===== src/rtl/rx_cas_pkg.sv =====
package rx_cas_pkg;
  typedef logic [3:0] cas_t;

  typedef struct packed {
    logic [3:0] mode;
    logic       man_en;
    cas_t       man_val;
    logic       mon_en;
    logic       oe_en;
    logic       cu_en;
  } chan_cfg_t;

  // framing code space: only 01xx is defined
  function automatic logic mode_valid(input logic [3:0] mode);
    return mode[3:2] == 2'b01;
  endfunction

  function automatic cas_t pick_cas(input logic man_en, input cas_t man, input cas_t mem);
    return man_en ? man : mem;
  endfunction
endpackage


===== src/rtl/rx_cas_decide.sv =====
module rx_cas_decide
  import rx_cas_pkg::*;
(
  input  logic      vld,
  input  chan_cfg_t cfg,
  input  cas_t      mem_cas,
  input  logic      underrun,
  input  cas_t      last_cas,
  output logic      active,
  output cas_t      sel_cas,
  output logic      commit,
  output logic      report,
  output logic      ur_evt,
  output logic      drive
);
  always_comb begin
    active  = vld && mode_valid(cfg.mode);
    sel_cas = pick_cas(cfg.man_en, cfg.man_val, mem_cas);
    commit  = active && !underrun;
    report  = commit && cfg.mon_en && (sel_cas != last_cas);
    ur_evt  = active && underrun && cfg.cu_en;
    drive   = active && cfg.oe_en;
  end
endmodule


===== src/rtl/rx_cas_last_store.sv =====
module rx_cas_last_store
  import rx_cas_pkg::*;
#(
  parameter int NCH = 32,
  localparam int CW = $clog2(NCH)
) (
  input  logic          clk,
  input  logic          rst_n,
  input  logic [CW-1:0] rd_chan,
  output cas_t          rd_val,
  input  logic          wr_en,
  input  cas_t          wr_val
);
  cas_t store [NCH];

  assign rd_val = store[rd_chan];

  always_ff @(posedge clk or negedge rst_n) begin
    if (!rst_n) begin
      for (int i = 0; i < NCH; i++) store[i] <= '0;
    end else if (wr_en) begin
      store[rd_chan] <= wr_val;
    end
  end
endmodule


===== src/rtl/rx_cas_monitor.sv =====
module rx_cas_monitor
  import rx_cas_pkg::*;
#(
  parameter int NCH = 32,
  localparam int CW = $clog2(NCH)
) (
  input  logic          clk,
  input  logic          rst_n,
  input  logic          in_vld,
  input  logic [CW-1:0] in_chan,
  input  logic [3:0]    in_mode,
  input  logic          in_man_en,
  input  logic [3:0]    in_man_val,
  input  logic          in_mon_en,
  input  logic          in_oe_en,
  input  logic          in_cu_en,
  input  logic [3:0]    in_mem_cas,
  input  logic          in_underrun,
  output logic [3:0]    cas_val,
  output logic          cas_oe,
  output logic          fmt_t1,
  output logic          fmt_fast,
  output logic          chg_stb,
  output logic [CW-1:0] chg_chan,
  output logic [3:0]    chg_val,
  output logic          ur_stb
);
  chan_cfg_t cfg;
  cas_t      last_w, sel_w;
  logic      active_w, commit_w, report_w, ur_evt_w, drive_w;

  assign cfg = '{mode: in_mode, man_en: in_man_en, man_val: in_man_val,
                 mon_en: in_mon_en, oe_en: in_oe_en, cu_en: in_cu_en};

  rx_cas_decide u_decide (
    .vld(in_vld), .cfg(cfg), .mem_cas(in_mem_cas), .underrun(in_underrun),
    .last_cas(last_w), .active(active_w), .sel_cas(sel_w), .commit(commit_w),
    .report(report_w), .ur_evt(ur_evt_w), .drive(drive_w)
  );

  rx_cas_last_store #(.NCH(NCH)) u_store (
    .clk(clk), .rst_n(rst_n), .rd_chan(in_chan), .rd_val(last_w),
    .wr_en(commit_w), .wr_val(sel_w)
  );

  always_ff @(posedge clk or negedge rst_n) begin
    if (!rst_n) begin
      cas_val  <= '0;
      cas_oe   <= 1'b0;
      fmt_t1   <= 1'b0;
      fmt_fast <= 1'b0;
      chg_stb  <= 1'b0;
      chg_chan <= '0;
      chg_val  <= '0;
      ur_stb   <= 1'b0;
    end else begin
      cas_val  <= active_w ? sel_w : '0;
      cas_oe   <= drive_w;
      fmt_t1   <= active_w && in_mode[1];
      fmt_fast <= active_w && in_mode[0];
      chg_stb  <= report_w;
      chg_chan <= report_w ? in_chan : '0;
      chg_val  <= report_w ? sel_w : '0;
      ur_stb   <= ur_evt_w;
    end
  end
endmodule


===== config.mk =====
export PLATFORM = sky130hd
export DESIGN_NAME = rx_cas_monitor
export DESIGN_NICKNAME = d
export VERILOG_FILES = /design/src/rtl/rx_cas_pkg.sv /design/src/rtl/rx_cas_decide.sv /design/src/rtl/rx_cas_last_store.sv /design/src/rtl/rx_cas_monitor.sv
export SDC_FILE = /design/constraint.sdc
export NUM_CORES = 1
export LEC_CHECK = 0
export BUFFER_PORTS_ARGS = -buffer_cell sky130_fd_sc_hd__buf_2
export CAP_MARGIN = 10
export CORE_MARGIN = 4
export CORE_UTILIZATION = 44
export CTS_CLUSTER_DIAMETER = 200
export DETAILED_ROUTE_END_ITERATION = 8
export PLACE_DENSITY = 0.71
export SKIP_LAST_GASP = 1
export SLEW_MARGIN = 40
export SYNTH_ARGS = -nofsm -noshare
export SYNTH_HDL_FRONTEND = slang
export SYNTH_SLANG_ARGS = --single-unit
export TNS_END_PERCENT = 100

===== constraint.sdc =====
create_clock -name clk -period 2.3 [get_ports clk]
set_input_delay 0.345 -clock clk [delete_from_list [all_inputs] [get_ports clk]]
set_output_delay 0.345 -clock clk [all_outputs]
set_load 0.05 [all_outputs]

==> results of run 1 <==
through the flow:
| stage | instances | instance area, µm² |
|---|---|---|
| after global placement | 893 | 7326 |
| after detailed placement | 893 | 7326 |
| after floorplan | 651 | 6513 |
| final | 925 | 7991 |
| after global routing | 925 | 7991 |
| after CTS | 925 | 7985 |
registers in the layout (all words and copies together), names as in the netlist:
name / cells
chg_chan: 5
cas_val: 4
chg_stb: 1
fmt_t1: 1
u_store.store: 128
chg_val: 4
ur_stb: 1
cas_oe: 1
fmt_fast: 1
final cells by class:
type                    count  share of cell area, %
clock buffers              20                  5.840
clock inverters            11                  2.286
multi-input cells         470                  34.37
flip-flops and latches    146                  45.72
well taps                 184                  2.881
repair buffers             94                  8.909
power groups by stage:
stage          Clock, mW  Combinational (mW)  Sequential [mW]
3_5_place_dp           0               0.622             2.85
3_3_place_gp           0               0.601             2.84
5_1_grt             3.16               0.690             2.83
2_1_floorplan          0               0.342             2.84
4_1_cts             3.05               0.626             2.81
6_report            3.01               0.623             2.81
per-layer routing:
metal | share of wire (%) | vias up
met2 | 49 | 169
li1 | - | 2470
met5 | 0 | -
met3 | 5.6 | 15
met1 | 44 | 2618
met4 | 1.3 | 0
final timing paths:
kind                              startpoint            endpoint  slack, ns  cells past startpoint
setup / recovery                  in_chan[0]          chg_val[1]       0.13                      9
hold / removal                      in_oe_en              cas_oe       0.13                      2
setup reg to reg           u_store.store[37]          chg_val[1]       0.19                      7
hold reg to reg            u_store.store[59]   u_store.store[59]       0.48                      2
max in group asynchronous              rst_n  u_store.store[110]       1.26                      3
min in group asynchronous              rst_n   u_store.store[58]       0.40                      2
cells in the mapped netlist:
| cell type | n | area share, % |
|---|---|---|
| sky130_fd_sc_hd__nand2_1 | 94 | 5.4 |
| sky130_fd_sc_hd__nand4bb_1 | 3 | 0.52 |
| sky130_fd_sc_hd__nor2_1 | 75 | 4.3 |
| sky130_fd_sc_hd__buf_1 | 2 | 0.12 |
| sky130_fd_sc_hd__nand3_1 | 6 | 0.46 |
| sky130_fd_sc_hd__o22a_1 | 2 | 0.27 |
| sky130_fd_sc_hd__dfrtp_1 | 146 | 56 |
| sky130_fd_sc_hd__nor2b_1 | 3 | 0.29 |
| sky130_fd_sc_hd__a211oi_2 | 4 | 0.77 |
| sky130_fd_sc_hd__nor4_1 | 8 | 0.77 |
| sky130_fd_sc_hd__and3b_1 | 1 | 0.13 |
| sky130_fd_sc_hd__o21ai_0 | 72 | 5.5 |
| sky130_fd_sc_hd__or4b_1 | 3 | 0.46 |
| sky130_fd_sc_hd__nor4b_1 | 2 | 0.27 |
| sky130_fd_sc_hd__nand4b_1 | 4 | 0.54 |
| sky130_fd_sc_hd__and3_1 | 6 | 0.58 |
| sky130_fd_sc_hd__a21oi_1 | 66 | 5.1 |
| sky130_fd_sc_hd__or4_1 | 2 | 0.23 |
| sky130_fd_sc_hd__nand4_1 | 2 | 0.19 |
| sky130_fd_sc_hd__nand2b_1 | 2 | 0.19 |
| sky130_fd_sc_hd__and2_1 | 4 | 0.38 |
| sky130_fd_sc_hd__mux2i_1 | 68 | 10 |
| sky130_fd_sc_hd__buf_6 | 2 | 0.35 |
| sky130_fd_sc_hd__buf_2 | 12 | 0.92 |
| sky130_fd_sc_hd__clkbuf_1 | 17 | 0.98 |
| sky130_fd_sc_hd__o22ai_1 | 32 | 3.1 |
| sky130_fd_sc_hd__buf_4 | 2 | 0.23 |
| sky130_fd_sc_hd__or4bb_1 | 3 | 0.52 |
| sky130_fd_sc_hd__nand3b_1 | 3 | 0.35 |
| sky130_fd_sc_hd__nor3_1 | 4 | 0.31 |
| sky130_fd_sc_hd__or4b_4 | 1 | 0.21 |
worst reg2reg max path, stage by stage (launching register included):
cell                       delay (ns)
sky130_fd_sc_hd__dfrtp_1         0.39
sky130_fd_sc_hd__mux2i_1         0.22
sky130_fd_sc_hd__o22ai_1         0.13
sky130_fd_sc_hd__nor4_1          0.47
sky130_fd_sc_hd__a21oi_1         0.14
sky130_fd_sc_hd__o22a_1          0.26
sky130_fd_sc_hd__buf_12          0.16
sky130_fd_sc_hd__a211oi_2        0.24
timing repair:
item | 4_1_cts | 5_1_grt
setup endpoints to repair | 0 | 1
resized for setup | 0 | 1
hold buffers | 1 | 0
hold endpoints to repair | 42 | 0
logic make-up after synthesis:
group           count (synthesis)  share of synthesized area [%]
simple gates                  226                          16.14
compound gates                176                          14.72
flops                         146                          56.10
mux                            68                          10.45
buf+inv                        35                          2.594
==> impl_summary.txt, run 1 <==
----------------------------------------------------
[Timing]
  Slew of the pin with the lowest slew margin ... between 0.5 and 0.6 ns
  Worst max-slew margin expressed relative to the limit ... just over 60%
  Count of final hold-check violations ... 0
  Final hold slack ... around 0.13 ns
  Upper clock frequency limit ... 0.4598 GHz
  Final max-slew violation count ... 0
  RSZ-0062 raised after global routing ... no
  Period Utilization, post-route ... 94.55%
  Setup TNS after final layout ... 0 ns
  Final-report setup violation count ... 0
  Final worst setup slack ... 0.1253 ns
  Min cycle time layout ... 2.175 ns
  Clock skew after layout ... 0.01046 ns

[Yosys]
  Number of nets in the synthesized netlist ... 676
  Register bit count reported by yosys ... 146
  Sequential share of the synthesized area ... a little under three fifths
  Syn. warnings ... 0
  Netlist Area Pre-Place ... between 6000 and 7000 µm²
  Synthesized area divided by synthesized cell count ... 10.00 µm²
  Post-Synthesis Cells ... 651
  Unique cell type count in the Yosys netlist ... 31

[Worst setup path]
  Required time of the critical path ... 2.63 ns
  Slowest library cell on the worst path ... sky130_fd_sc_hd__nor4_1
  Most Frequent Cell on Critical Path ... sky130_fd_sc_hd__buf_12
  Element type at the critical path end ... flop
  Maximum net fanout on the critical path ... 22
  CP max stage delay ... 0.42 ns
  Type of the setup path with the least slack ... primary input to flop
  WP data arrival ... 2.50 ns
  Critical path, cell by cell ... buf_4 > buf_12 > mux2i_1 > o22ai_1 > nor4_1 > a21oi_1 > o22a_1 > buf_12 > a211oi_2
  Critical Path Source Type ... primary input
  CP delay by family, top ... compound AO/OA/AOI/OAI gates
  Total buffers and inverters traversed by the critical path ... 3

[Global route]
  Global-route wire length before repair ... between 20 and 30 mm
  Met1 Resource Use GR ... 27.81%
  Met3 Resource Use GR ... 4.988%
  Global route overflow ... 0
  Total GRT Usage ... a little over a fifth
  Antenna violations before repair ... 0
  GRT Max-Usage Layer ... met2
  Met2 usage in global routing ... ~34%
  Vias in the first global route ... around 5200
  Maximum number of pins on one net before global-route repair ... 55

[Route]
  # DRC ... 0
  Detailed Route Iter0 Violations ... approximately 440
  Total wirelength of the detailed-routed design ... 16.77 mm
  Initial DRT Pass Iterations ... 6
  ANT nets after route ... 0
  Number of vias in the routed layout ... 5272
  Post-DR vias/cell ... 5.699
  Routed wire length per instance ... between 15 and 20 µm

[Die]
  Core Footprint ... 14530 µm²
  Die X-Extent ... 129.7 µm
  Vertical extent of the die ... 129.7 µm
  Starting utilization of the core area ... 44.81%
  Number of top-level design ports ... 43
  Overall die area ... 16810 µm²
  # rows ... 44

[Clock network]
  Setup Buffers After CTS ... 0
  CTS Buffer Depth ... 2
  TritonCTS clock tree ... done
  CTS clock-pin slew for the worst setup and hold paths ... 0.06 ns
  Number of levels the H-tree was split into ... 4
  Clock net sink count ... 146
  Later-pin clock latency in the skew report ... 0.43 ns
  TritonCTS buffer count ... 17
  Clock Root Buffer ... sky130_fd_sc_hd__clkbuf_16

[Power and ir drop]
  Internal power contribution ... 4.957 mW
  Fraction of power consumed by the clock network ... 46.7%
  Leakage Power ... 3.738 nW
  Sw Ratio ... 23.06%
  Reg power frac ... 43.6%
  Worst vdd rail ir drop ... 480.8 µV
  Cell Pwr Density ... ~800 nW/µm²
  Overall power of the completed layout ... 6.443 mW
  Logic pwr share ... 9.7%
  Reported net switching power ... approximately 1.5 mW

[Layout]
  Area used by sequential logic in the layout ... 3654 µm²
  Most frequent cells in the layout ... sky130_fd_sc_hd__dfrtp_1 (146), sky130_fd_sc_hd__nand2_1 (94), sky130_fd_sc_hd__nor2_1 (75), sky130_fd_sc_hd__o21ai_0 (72), sky130_fd_sc_hd__a21oi_1 (66)
  Area of the multi-input gates ... approximately 2700 µm²
  Fraction of final layout cells sized beyond drive strength 1 ... 18.08%
  Antenna Cells ... 0
  Final nets ... 754
  Count of filler cells inserted in the layout ... 1226
  Core utilization of the finished layout ... 54.98%
  Layout overhead on the synthesized area ... 22.71%
  Most frequent standard cell in the layout excluding fill and tap cells ... sky130_fd_sc_hd__dfrtp_1

[Placed design]
  Setup slack after placement ... -0.2688 ns
  IO buf count ... 42
  Final RePlAce weighted congestion ... between 0.9 and 1
  DPL Wire Length ... 11.86 mm

[Outcome]
  Outcome ... finished, final reports clean

[Job]
  Number of maximum-capacitance violations ... 0

[Hold path]
  Type of the worst min-delay path ... primary input to flop

----------------------------------------------------
No activity file was read; power rests on OpenSTA's default activity.
==> run 2: changes to the inputs <==
- REMOVE_ABC_BUFFERS: default -> 1
==> run 2 against run 1 <==
  * Core utilization is 0.41 points lower
  * Non-clock buffer count increased by 7
  * Count of clock-buffer cells in the layout is 1 lower
  * Wire length grew 0.69%
  * Critical endpoint is now chg_val[0]
==> impl_summary.txt, run 2 (synthesis gave the netlist of run 1 again) <==
----------------------------------------------------
[Outcome]
  Outcome ... finished, final reports clean

[Worst setup path]
  Maximum net fanout on the critical path ... 19
  Required time of the critical path ... 2.62 ns
  CP max stage delay ... 0.50 ns
  Most Frequent Cell on Critical Path ... sky130_fd_sc_hd__buf_12
  Element type at the critical path end ... flop
  Critical path, cell by cell ... buf_4 > buf_12 > mux2i_1 > o22ai_1 > nor4_1 > a21oi_1 > o22a_1 > buf_12 > a211oi_2
  Worst r2r src ... u_store.store[41]
  Critical Path Start ... in_chan[0]
  Slowest library cell on the worst path ... sky130_fd_sc_hd__nor4_1
  Critical Path Source Type ... primary input
  Type of the setup path with the least slack ... primary input to flop
  WP data arrival ... 2.42 ns

[Die]
  Starting utilization of the core area ... roughly 45%
  Die X-Extent ... 129.7 µm
  Number of top-level design ports ... 43
  Vertical extent of the die ... about 130 µm
  Overall die area ... 16810 µm²
  # rows ... 44
  Core Footprint ... 14530 µm²

[Global route]
  Maximum number of pins on one net before global-route repair ... 73
  Global-route wire length before repair ... 27.55 mm
  Total GRT Usage ... approximately a fifth
  Vias in the first global route ... 5348
  Antenna violations before repair ... 0
  Global route overflow ... 0

[Timing]
  RSZ-0062 raised after global routing ... no
  Slew of the pin with the lowest slew margin ... 0.6556 ns
  Clock skew after layout ... 0.007782 ns
  Upper clock frequency limit ... 0.4774 GHz
  Setup TNS after final layout ... 0 ns
  Final max-slew violation count ... 0
  Worst max-slew margin expressed relative to the limit ... 56.30%
  Final worst setup slack ... 0.2051 ns
  Final-report setup violation count ... 0
  Min cycle time layout ... 2.095 ns
  Count of final hold-check violations ... 0
  Period Utilization, post-route ... 91.08%

[Route]
  Number of vias in the routed layout ... between 5000 and 6000
  ANT nets after route ... 0
  Total wirelength of the detailed-routed design ... between 15 and 20 mm
  Routed wire length per instance ... 18.09 µm
  Initial DRT Pass Iterations ... 6
  Detailed Route Iter0 Violations ... ~440
  # DRC ... 0
  Post-DR vias/cell ... 5.622

[Power and ir drop]
  Cell Pwr Density ... 772.2 nW/µm²
  Worst vdd rail ir drop ... around 450 µV
  Leakage Power ... ~3.7 nW

[Clock network]
  Clock Root Buffer ... sky130_fd_sc_hd__clkbuf_16
  TritonCTS buffer count ... 17
  Number of levels the H-tree was split into ... 4
  Post_cts resized ... 0
  CTS Buffer Depth ... 2
  Setup Buffers After CTS ... 0
  Later-pin clock latency in the skew report ... around 0.42 ns
  CTS clock-pin slew for the worst setup and hold paths ... 0.06 ns
  Hold bufs inserted after CTS ... 1
  TritonCTS clock tree ... done
  Clock net sink count ... 146

[Layout]
  Count of filler cells inserted in the layout ... 1213
  Final nets ... between 700 and 800
  Flip-flop count of the largest register after layout ... 128
  Fraction of final layout cells sized beyond drive strength 1 ... a little under a fifth
  Most frequent standard cell in the layout excluding fill and tap cells ... sky130_fd_sc_hd__dfrtp_1
  Registers with the most flip-flops ... u_store.store (128), chg_chan (5)
  Number of cells in the finished layout apart from fillers ... 933
  Layout overhead on the synthesized area ... 21.79%
  Antenna Cells ... 0
  Most frequent cells in the layout ... sky130_fd_sc_hd__dfrtp_1 (146), sky130_fd_sc_hd__nand2_1 (94), sky130_fd_sc_hd__nor2_1 (75), sky130_fd_sc_hd__o21ai_0 (72), sky130_fd_sc_hd__a21oi_1 (66)
  Final design instance area without fill ... 7931 µm²
  Register containing the most flip-flops in the final layout ... u_store.store

[Job]
  Number of maximum-capacitance violations ... 0

[Placed design]
  Final RePlAce weighted congestion ... 0.9856
  IO buf count ... between 40 and 50
  Instance area after placement ... roughly 7300 µm²
  DPL Wire Length ... 12.16 mm
  Setup slack after placement ... -0.1462 ns
  Number of placed cells counting well taps ... 900

[Hold path]
  Startpoint of the lowest-slack hold path ... in_oe_en
  Type of the worst min-delay path ... primary input to flop

----------------------------------------------------
run 2: final timing paths:
| kind | to | slack [ns] | cells past startpoint |
|---|---|---|---|
| min reg2reg | u_store.store[88] | 0.48 | 2 |
| min | cas_oe | 0.13 | 2 |
| max in group asynchronous | u_store.store[13] | 1.09 | 3 |
| max reg2reg | chg_val[0] | 0.24 | 7 |
| min in group asynchronous | ur_stb | 0.49 | 2 |
| max | chg_val[0] | 0.21 | 9 |
run 2: cell type report:
class	count	area, µm²	share of cell area (%)
flip-flops and latches	146	3654	46.06
clock inverters	13	137.6	1.735
clock buffers	19	442.9	5.584
well taps	184	230.2	2.903
repair buffers	101	726.9	9.165
multi-input cells	470	2740	34.55
run 2: per-stage QoR:
| stage | hold WS (ns) | total power, mW | util, % |
|---|---|---|---|
| detailed placement | 0.3948 | 3.476 | 50.51 |
| floorplan | 0.04941 | 3.122 | - |
| global placement | 0.3822 | 3.441 | 50.51 |
| CTS | 0.1245 | 6.165 | 54.57 |
| finish | 0.1341 | 6.125 | 54.57 |
| global route | 0.1335 | 6.339 | 54.57 |
run 2: per-layer routing:
metal	track usage (%)	wire length, µm	up-vias
met1	27.69	7435	2558
li1	-	-	2484
met5	0	0	-
met4	7.335	329	0
met3	4.040	888	33
met2	35.27	8229	170
run 2: power by group:
part	internal [mW]	switching (mW)	leakage [nW]	total, mW
registers	2.72	0.0868	2.00	2.81
logic	0.243	0.386	1.43	0.629
clock network	1.62	1.07	0.267	2.69
run 2: critical path: cells and delay by family:
family | cells | cell delay [ns]
buf+inv | 3 | 0.56
simple gates | 1 | 0.50
mux | 1 | 0.25
compound gates | 4 | 0.73
==> run 3: changes to the inputs <==
- BUFFER_PORTS_ARGS: -buffer_cell sky130_fd_sc_hd__buf_2 -> default
- DONT_BUFFER_PORTS: default -> 1
- GPL_TIMING_DRIVEN: default -> 0
- PLACE_DENSITY: 0.71 -> 0.69
==> run 3 against run 2 <==
  * Global-route usage down 2.0 points
  * Maximum frequency grew 0.94%
  * Design area fell by 7.2%
  * Final cell count down 10%
  * Clock skew is 0.0010 ns higher
  * Die area is the same
  * Critical path type is now flop to flop
  * The run now ends with hold timing left
  * Largest power group unchanged
  * Register-to-register slack worse by 0.02 ns
  * Combinational power is 35% lower
==> impl_summary.txt, run 3 (synthesis gave the netlist of run 1 again) <==
----------------------------------------------------
[Timing]
  Final worst setup slack ... 0.2246 ns
  Min cycle time layout ... around 2.1 ns
  Final hold slack ... -0.3851 ns
  Period Utilization, post-route ... 90.24%
  Worst max-slew margin expressed relative to the limit ... 39.19%
  Clock skew after layout ... 0.008796 ns
  Slew of the pin with the lowest slew margin ... 0.9098 ns
  RSZ-0062 raised after global routing ... no
  Count of final hold-check violations ... around 150
  Final-report setup violation count ... 0
  Upper clock frequency limit ... 0.4818 GHz
  Final max-slew violation count ... 0

[Worst setup path]
  Required time of the critical path ... 2.58 ns
  Worst r2r src ... u_store.store[120]
  Path depth of the worst reg2reg path ... 6
  Type of the setup path with the least slack ... flop to flop
  WP data arrival ... 2.36 ns
  Critical Path Start ... u_store.store[120]
  Worst R2R Setup Slack ... 0.22 ns
  Critical Path Source Type ... flop
  Element type at the critical path end ... flop
  Maximum net fanout on the critical path ... 10
  Reg-to-Reg End ... chg_val[0]
  Capture point of the critical path ... chg_val[0]

[Clock network]
  Clock net sink count ... 146
  CTS Buffer Depth ... 2
  Number of levels the H-tree was split into ... 4
  TritonCTS clock tree ... done
  TritonCTS buffer count ... 17
  CTS clock-pin slew for the worst setup and hold paths ... approximately 0.06 ns
  Later-pin clock latency in the skew report ... 0.42 ns
  Setup Buffers After CTS ... 0
  Clock Root Buffer ... sky130_fd_sc_hd__clkbuf_16

[Route]
  Total wirelength of the detailed-routed design ... 14.95 mm
  Number of vias in the routed layout ... around 4900
  Detailed Route Iter0 Violations ... roughly 410
  Initial DRT Pass Iterations ... 5
  # DRC ... 0
  Post-DR vias/cell ... 5.782
  Routed wire length per instance ... between 15 and 20 µm
  ANT nets after route ... 0

[Placed design]
  IO buf count ... 0
  DPL Wire Length ... 10.20 mm
  Setup slack after placement ... -0.1717 ns
  Final RePlAce weighted congestion ... around 0.85

[Layout]
  Register containing the most flip-flops in the final layout ... u_store.store
  Final nets ... 668
  Layout overhead on the synthesized area ... 13.03%
  Registers with the most flip-flops ... u_store.store (128), chg_chan (5)
  Most frequent standard cell in the layout excluding fill and tap cells ... sky130_fd_sc_hd__dfrtp_1
  Most frequent cells in the layout ... sky130_fd_sc_hd__dfrtp_1 (146), sky130_fd_sc_hd__nand2_1 (94), sky130_fd_sc_hd__nor2_1 (75), sky130_fd_sc_hd__o21ai_0 (72), sky130_fd_sc_hd__a21oi_1 (66)
  Flip-flop count of the largest register after layout ... 128
  Fraction of final layout cells sized beyond drive strength 1 ... 8.232%
  Antenna Cells ... 0

[Global route]
  Global-route wire length before repair ... 24.99 mm
  Global route overflow ... 0
  Antenna violations before repair ... 0
  Total GRT Usage ... between 10% and 20%
  Maximum number of pins on one net before global-route repair ... 147
  Vias in the first global route ... 4911

[Die]
  # rows ... 44
  Core Footprint ... 14530 µm²
  Starting utilization of the core area ... between 40 and 50%
  Number of top-level design ports ... 43
  Die X-Extent ... 129.7 µm
  Overall die area ... 16810 µm²
  Vertical extent of the die ... about 130 µm

[Outcome]
  Outcome ... finished, violations left
  Failing checks ... hold timing

[Power and ir drop]
  Worst vdd rail ir drop ... between 500 and 600 µV
  Cell Pwr Density ... 808.8 nW/µm²
  Leakage Power ... 3.277 nW

[Hold path]
  Type of the worst min-delay path ... primary input to asynchronous set/reset pin

[Job]
  Number of maximum-capacitance violations ... 0

----------------------------------------------------
-- run 3: cell types whose count changed in the layout (fill, tap and decap cells not counted), moves of 2 or more --
| cell | before | now |
|---|---|---|
| sky130_fd_sc_hd__buf_6 | 1 | 4 |
| sky130_fd_sc_hd__nor4_1 | 8 | 6 |
| sky130_fd_sc_hd__buf_12 | 5 | 0 |
| sky130_fd_sc_hd__clkinvlp_4 | 6 | 3 |
| sky130_fd_sc_hd__buf_8 | 0 | 3 |
| sky130_fd_sc_hd__buf_4 | 54 | 0 |
| sky130_fd_sc_hd__nor4b_2 | 0 | 2 |
| sky130_fd_sc_hd__nor4b_1 | 2 | 0 |
| sky130_fd_sc_hd__inv_6 | 0 | 5 |
| sky130_fd_sc_hd__nor4_2 | 0 | 2 |
| sky130_fd_sc_hd__buf_2 | 40 | 0 |
-- run 3: power by group --
part           internal (mW)  switching (mW)  total, mW
combinational          0.188           0.222      0.409
sequential              2.72          0.0993       2.82
clock                   1.64            1.09       2.73
-- run 3: repair_timing --
action | in CTS | in global routing
endpoints found under the hold margin | 146 | 146
gates resized for setup | 0 | 2
endpoints found under the setup margin | 0 | 10
-- run 3: area by class of cell --
cell class,instances,area [µm²]
repair buffers,8,117.6
well taps,184,230.2
clock buffers,18,439.2
multi-input cells,470,2770
flip-flops and latches,146,3654
clock inverters,14,150.1
fillers,1300,7173
-- run 3: per-layer routing --
metal / up-vias / GRT usage, % / share of wire (%)
met4: 0 / 8.191 / 2.6
li1: 2300 / - / -
met5: - / 0 / 0
met3: 32 / 5.070 / 6.3
met2: 150 / 29.18 / 45
met1: 2375 / 25.94 / 46
-- run 3: how the worst min path moves through the flow --
stage                from                end  slack (ns)  depth (start not counted)
finish              rst_n  u_store.store[57]       -0.39                          0
global route        rst_n  u_store.store[17]       -0.41                          0
floorplan           rst_n             cas_oe        0.05                          0
CTS                 rst_n  u_store.store[60]       -0.41                          0
global placement    rst_n  u_store.store[19]        0.05                          0
detailed placement  rst_n  u_store.store[21]        0.05                          0
-- run 3: critical path: stages, from the launching register on --
cell,delay (ns)
sky130_fd_sc_hd__dfrtp_1,0.38
sky130_fd_sc_hd__mux2i_1,0.14
sky130_fd_sc_hd__o22ai_1,0.12
sky130_fd_sc_hd__nor4_1,0.53
sky130_fd_sc_hd__and3_1,0.23
sky130_fd_sc_hd__o22a_1,0.41
sky130_fd_sc_hd__a211oi_2,0.12
-- run 3: stage by stage --
stage	cells	area, µm²	utilization (%)	total power [mW]	TNS (ns)
2_1_floorplan	616	6344	-	3.122	-2.243
3_3_place_gp	800	6574	45.23	3.200	-121.68
3_5_place_dp	808	6754	46.47	3.271	-1.086
4_1_cts	840	7343	50.53	6.007	0
5_1_grt	840	7361	50.65	6.197	0
6_report	840	7361	50.65	5.953	0
